--- src/rtl/byte_serial_result_if.sv ---
module byte_serial_result_if #(
  parameter int NUM_CH = 4,
  parameter int BUS_W  = 8,
  localparam int RES_W  = 2 * BUS_W,
  localparam int CH_W   = (NUM_CH > 1) ? $clog2(NUM_CH) : 1,
  localparam int ADDR_W = CH_W + 1
) (
  input  logic              clk,
  input  logic              rst_n,
  input  logic              wr_en,
  input  logic [CH_W-1:0]   wr_ch,
  input  logic [RES_W-1:0]  wr_data,
  input  logic              rd_en,
  input  logic [ADDR_W-1:0] rd_addr,
  output logic [BUS_W-1:0]  rd_data
);

  logic [RES_W-1:0] res_q [NUM_CH];
  logic [BUS_W-1:0] hold_q;

  wire [CH_W-1:0]  rd_ch  = rd_addr[ADDR_W-1:1];
  wire             rd_lo  = rd_addr[0];
  wire             rd_hi  = rd_en & ~rd_lo;
  wire [BUS_W-1:0] hi_sel = res_q[rd_ch][RES_W-1:BUS_W];
  wire [BUS_W-1:0] lo_sel = res_q[rd_ch][BUS_W-1:0];

  always_ff @(posedge clk) begin
    for (int i = 0; i < NUM_CH; i++) begin
      if (!rst_n)
        res_q[i] <= '0;
      else if (wr_en && wr_ch == CH_W'(i))
        res_q[i] <= wr_data;
    end
  end

  always_ff @(posedge clk) begin
    if (!rst_n) begin
      hold_q  <= '0;
      rd_data <= '0;
    end else if (rd_en) begin
      rd_data <= rd_lo ? hold_q : hi_sel;
      if (!rd_lo) hold_q <= lo_sel;
    end
  end

  AST_HIGH_DIRECT: assert property (@(posedge clk) disable iff (!rst_n)
    rd_hi |=> rd_data == $past(hi_sel));
  AST_HOLD_LOAD: assert property (@(posedge clk) disable iff (!rst_n)
    rd_hi |=> hold_q == $past(lo_sel));
  AST_LOW_FROM_HOLD: assert property (@(posedge clk) disable iff (!rst_n)
    (rd_en && rd_lo) |=> rd_data == $past(hold_q));
  AST_HOLD_STABLE: assert property (@(posedge clk) disable iff (!rst_n)
    !rd_hi |=> $stable(hold_q));
  AST_RDATA_STABLE: assert property (@(posedge clk) disable iff (!rst_n)
    !rd_en |=> $stable(rd_data));
  AST_RESET_CLEAR: assert property (@(posedge clk)
    !rst_n |=> (rd_data == '0 && hold_q == '0));

endmodule

--- config.mk ---
export PLATFORM = sky130hd
export DESIGN_NAME = byte_serial_result_if
export DESIGN_NICKNAME = d
export VERILOG_FILES = /design/src/rtl/byte_serial_result_if.sv
export SDC_FILE = /design/constraint.sdc
export NUM_CORES = 1
export LEC_CHECK = 0
export BUFFER_PORTS_ARGS = -buffer_cell sky130_fd_sc_hd__buf_2
export CORE_MARGIN = 8
export CORE_UTILIZATION = 40
export CTS_CLUSTER_DIAMETER = 30
export DETAILED_ROUTE_END_ITERATION = 10
export PLACE_DENSITY = 0.54
export RECOVER_POWER = 50
export SETUP_SLACK_MARGIN = 0.05
export SLEW_MARGIN = 20
export SYNTH_ARGS = -nofsm -noshare
export SYNTH_HDL_FRONTEND = slang
export SYNTH_SLANG_ARGS = --single-unit
--- constraint.sdc ---
create_clock -name clk -period 2.3 [get_ports clk]
set_input_delay 0.23 -clock clk [delete_from_list [all_inputs] [get_ports clk]]
set_output_delay 0.23 -clock clk [all_outputs]
set_load 0.05 [all_outputs]
# ---- Word level (Yosys, flattened, before mapping)
# Memories as Yosys holds them, arrays and structs flattened.
# Cells that the tools add are included.
dict set report op_classes {
  n_eq_ne 3
  n_mux 18
  bitwise_logic 5
  n_reduce_logical 6
}
# op count
set op_table {}
lappend op_table {{$mux W16} 4}
lappend op_table {{$mux W1} 13}
lappend op_table {{$mux W8} 1}
lappend op_table {{$eq A2 B2 Y1 const B} 2}
lappend op_table {{$logic_and A1 B1 Y1} 4}
lappend op_table {{$or A1 B1 Y1} 4}
lappend op_table {{$eq A2 B1 Y1 const B} 1}
lappend op_table {{$logic_not A2 Y1} 1}
lappend op_table {{$reduce_and A2 Y1} 1}
lappend op_table {{$not A1 Y1} 1}
dict set report word_totals {
  ff_bits 16
  mem_bits_rw 64
  in_bits 25
  output_inout_bits 8
  elab_cells 35
  n_memories 1
}
# memory depth width read_ports rd_ports_with_merged_regs wr line
set mem_list {}
lappend mem_list {res_q 4 16 1 0 4 18} ;# logic [RES_W-1:0] res_q [NUM_CH];

# ---- Logic depth before layout (Yosys ltp)
dict set report logic_depth {
  depth_word 6
  ltp_mapped 6
}

# ---- Least setup slack after synthesis
# No wires, ideal clock.
dict set report synth_path {
  path_type {input -> register}
  start {input wr_ch[0]}
  end {memory res_q[2][0] (netlist name) (enable)}
  setup_time_ps 411
  arrival_ps 1584
  slack_ps 305
  cell_stages 2
  cell_sequence {nand2b_1 > o21ai_0}
}
# element line
set synth_lines {}
lappend synth_lines {{start: declaration} 11} ;# input logic [CH_W-1:0] wr_ch,
lappend synth_lines {{end: declaration} 18}

==> PnR_summary.wiki <==
{| class="wikitable"
! Metric !! Value
|-
| Y dimension of the die || 109 um
|-
| Synth Register Bits || 80
|-
| Initial core utilization || 0.403
|-
| Final-layout setup total negative slack || 0 ps
|-
| Quantity of I/O buffers inserted on ports || 32
|-
| Max-slew violation total from the final report || 0
|-
| TritonCTS buffer count || 9
|-
| RD Place Congestion || 0.704
|-
| Area of the core || 0.00855 mm^2
|-
| Via count of the first global-routing pass || 2052
|-
| Die X || 109 um
|-
| CTS root buffer || sky130_fd_sc_hd__clkbuf_8
|-
| Mean number of vias per cell || 5.00
|-
| Arrival @ worst endpoint || 1550 ps
|-
| Hold Path Class || in2reg
|-
| First-pass DRT Iterations || 4
|-
| Setup WS pre-CTS || 650 ps
|-
| Total power after layout || 3.06 mW
|-
| Max Buffers Root-to-Sink || 2
|-
| Hold violation count in the final report || 0
|-
| Number of clock sinks seen by CTS || 80
|-
| Skew final || 6.89 ps
|-
| TritonCTS clock tree || yes
|-
| Routed wl met2 || 3580 um
|-
| Setup repair after global routing missed its margin || false
|-
| Most used cells in the layout excluding fill and tap cells || sky130_fd_sc_hd__edfxtp_1, sky130_fd_sc_hd__and2_1, sky130_fd_sc_hd__buf_2, sky130_fd_sc_hd__dfxtp_1
|-
| Detailed-route DRC error count || 0
|-
| Ratio of cells with drive above 1 in the final layout || 0.273
|-
| Crit-path max FO || 16
|-
| Slew at the pin with the worst max-slew slack || 1170 ps
|-
| Type of element launching the critical path || input pin
|-
| PD cells || 776 mW/mm^2
|-
| Synthesis warning total || 0
|-
| Element type at the critical path end || register
|-
| Sequential element share of the synthesized area || 0.650
|-
| Routed wl met3 || 399 um
|-
| Synth top area cells || sky130_fd_sc_hd__edfxtp_1, sky130_fd_sc_hd__and2_1, sky130_fd_sc_hd__dfxtp_1, sky130_fd_sc_hd__mux4_2, sky130_fd_sc_hd__mux2_2
|-
| Static power due to leakage || 1.46 nW
|-
| Via Count || 1969
|-
| Cell taking the most area after synthesis || sky130_fd_sc_hd__edfxtp_1
|-
| Overall die area || 0.0118 mm^2
|-
| Total of fill cells in the finished design || 770
|-
| Category of the critical setup timing path || in2reg
|-
| Area share of the largest cell type after synthesis || 0.557
|-
| Maxcap violations || 0
|-
| Post-synth cell types || 20
|-
| Worst VDD drop || 0.375 mV
|-
| Register clock-pin slew on the reported worst setup and hold paths || 80 ps
|-
| Average cell area after synthesis || 14.4 um^2
|-
| Setup violation total in the final timing report || 0
|-
| First-pass GRT wire length || 11700 um
|-
| Post-synthesis instance area || 0.00345 mm^2
|-
| Count of H-tree levels built during CTS || 3
|-
| Aggregate global-route resource usage || 0.137
|-
| Initial antenna violation count || 0
|-
| Worst setup margin || 715 ps
|-
| Cells after synthesis || 240
|-
| Minimum clock period after layout || 1590 ps
|-
| Top sig layer || met4
|-
| # resized after CTS || 0
|-
| Global route total overflow || 0
|-
| Skew-Pair Late Insertion Delay || 350 ps
|-
| Commonest non-fill, non-tap cell in the layout || sky130_fd_sc_hd__edfxtp_1
|-
| Hold buffer count at cts || 0
|-
| Drt initial violations || 145
|-
| Required time reported for the critical path endpoint || 2270 ps
|-
| Post-detail-place hpwl || 4810 um
|-
| Maximum number of pins on one net before global-route repair || 24
|-
| Syn Nets || 265
|-
| Final Cycle Share || 0.689
|-
| Antenna-violating nets left || 0
|-
| Min-Delay Path Depth || 2
|-
| Routed WL || 7390 um
|-
| Status || completed
|-
| Detailed-route wire length per cell || 18.8 um
|-
| Achievable clock frequency || 631 MHz
|-
| Worst r2r path cells || 3
|-
| Post-layout net count || 306
|-
| Headroom to the max-slew limit || 0.221
|-
| Area delta synth->final || 14.4%
|-
| Total number of placement rows || 34
|-
| Number of inserted diodes || 0
|-
| Met1 Wirelength || 3330 um
|-
| Post-CTS setup buffer count || 0
|-
| Ports placed on the boundary || 33
|}
==> flip-flops by register name, indices dropped and copies added (netlist names) <==
| signal | cells |
|---|---|
| hold_q | 8 |
| rd_data | 8 |
| res_q | 64 |
==> per-stage QoR <==
stage / utilization / instance area, um^2 / std cells / hold slack [ps]
3_3_place_gp: 0.439 / 3750 / 378 / 452
3_5_place_dp: 0.439 / 3750 / 378 / 458
5_1_grt: 0.461 / 3950 / 394 / 175
6_report: 0.461 / 3950 / 394 / 190
2_1_floorplan: - / 3450 / 240 / 424
4_1_cts: 0.464 / 3970 / 394 / 171
==> area by class of cell <==
type                    count  area (um^2)  area share
clock buffers              12          199      0.0504
clock inverters             4         20.0     0.00507
inverters                   1         3.75    0.000951
multi-input cells         144         1110       0.282
flip-flops and latches     80         2240       0.568
well taps                 108          135      0.0343
repair buffers             45          231      0.0587
==> Yosys cell counts <==
library cell / count
sky130_fd_sc_hd__edfxtp_1: 64
sky130_fd_sc_hd__a222oi_1: 8
sky130_fd_sc_hd__nand2_1: 10
sky130_fd_sc_hd__o21ai_0: 12
sky130_fd_sc_hd__o2bb2ai_1: 8
sky130_fd_sc_hd__buf_12: 1
sky130_fd_sc_hd__and2_1: 65
sky130_fd_sc_hd__nor2b_1: 2
sky130_fd_sc_hd__clkbuf_1: 8
sky130_fd_sc_hd__dfxtp_1: 16
sky130_fd_sc_hd__nor2_1: 5
sky130_fd_sc_hd__mux4_2: 8
sky130_fd_sc_hd__buf_4: 1
sky130_fd_sc_hd__buf_6: 1
sky130_fd_sc_hd__inv_1: 1
sky130_fd_sc_hd__a21oi_1: 8
sky130_fd_sc_hd__nand2b_1: 2
sky130_fd_sc_hd__mux2_4: 4
sky130_fd_sc_hd__buf_2: 4
sky130_fd_sc_hd__mux2_2: 12
==> critical path, cell delays in order <==
cell,delay (ps)
sky130_fd_sc_hd__buf_2,100
sky130_fd_sc_hd__nand2b_1,170
sky130_fd_sc_hd__o21ai_0,160
sky130_fd_sc_hd__clkbuf_1,880
==> power breakdown <==
group	internal [mW]	switching (mW)	total, mW	leakage [nW]
logic	0.115	0.173	0.288	0.584
registers	1.67	0.0292	1.70	0.761
clock network	0.582	0.497	1.08	0.117
==> kinds of logic (layout without fill, tap and decap cells) <==
family / count (synthesis) / in the layout / synth area share
DFF: 80 / 80 / 0.650
and+or+nand+nor: 84 / 84 / 0.142
buffers and inverters: 16 / 62 / 0.0269
muxes: 24 / 24 / 0.109
AOI/OAI and AO/OA: 36 / 36 / 0.0726
==> worst paths after layout <==
kind,from,endpoint,slack [ps]
worst max register to register,res_q[2][12],rd_data[4],1110
worst min register to register,hold_q[0],hold_q[0],470
worst min-delay path,wr_data[6],res_q[3][6],190
worst max-delay path,wr_ch[0],res_q[0][6],710
==> per-layer routing <==
layer | vias up | GRT usage
li1 | 963 | -
met5 | - | 0
met1 | 952 | 0.174
met4 | 0 | 0.0499
met3 | 8 | 0.0431
met2 | 46 | 0.217
No activity file was read; power rests on OpenSTA's default activity.
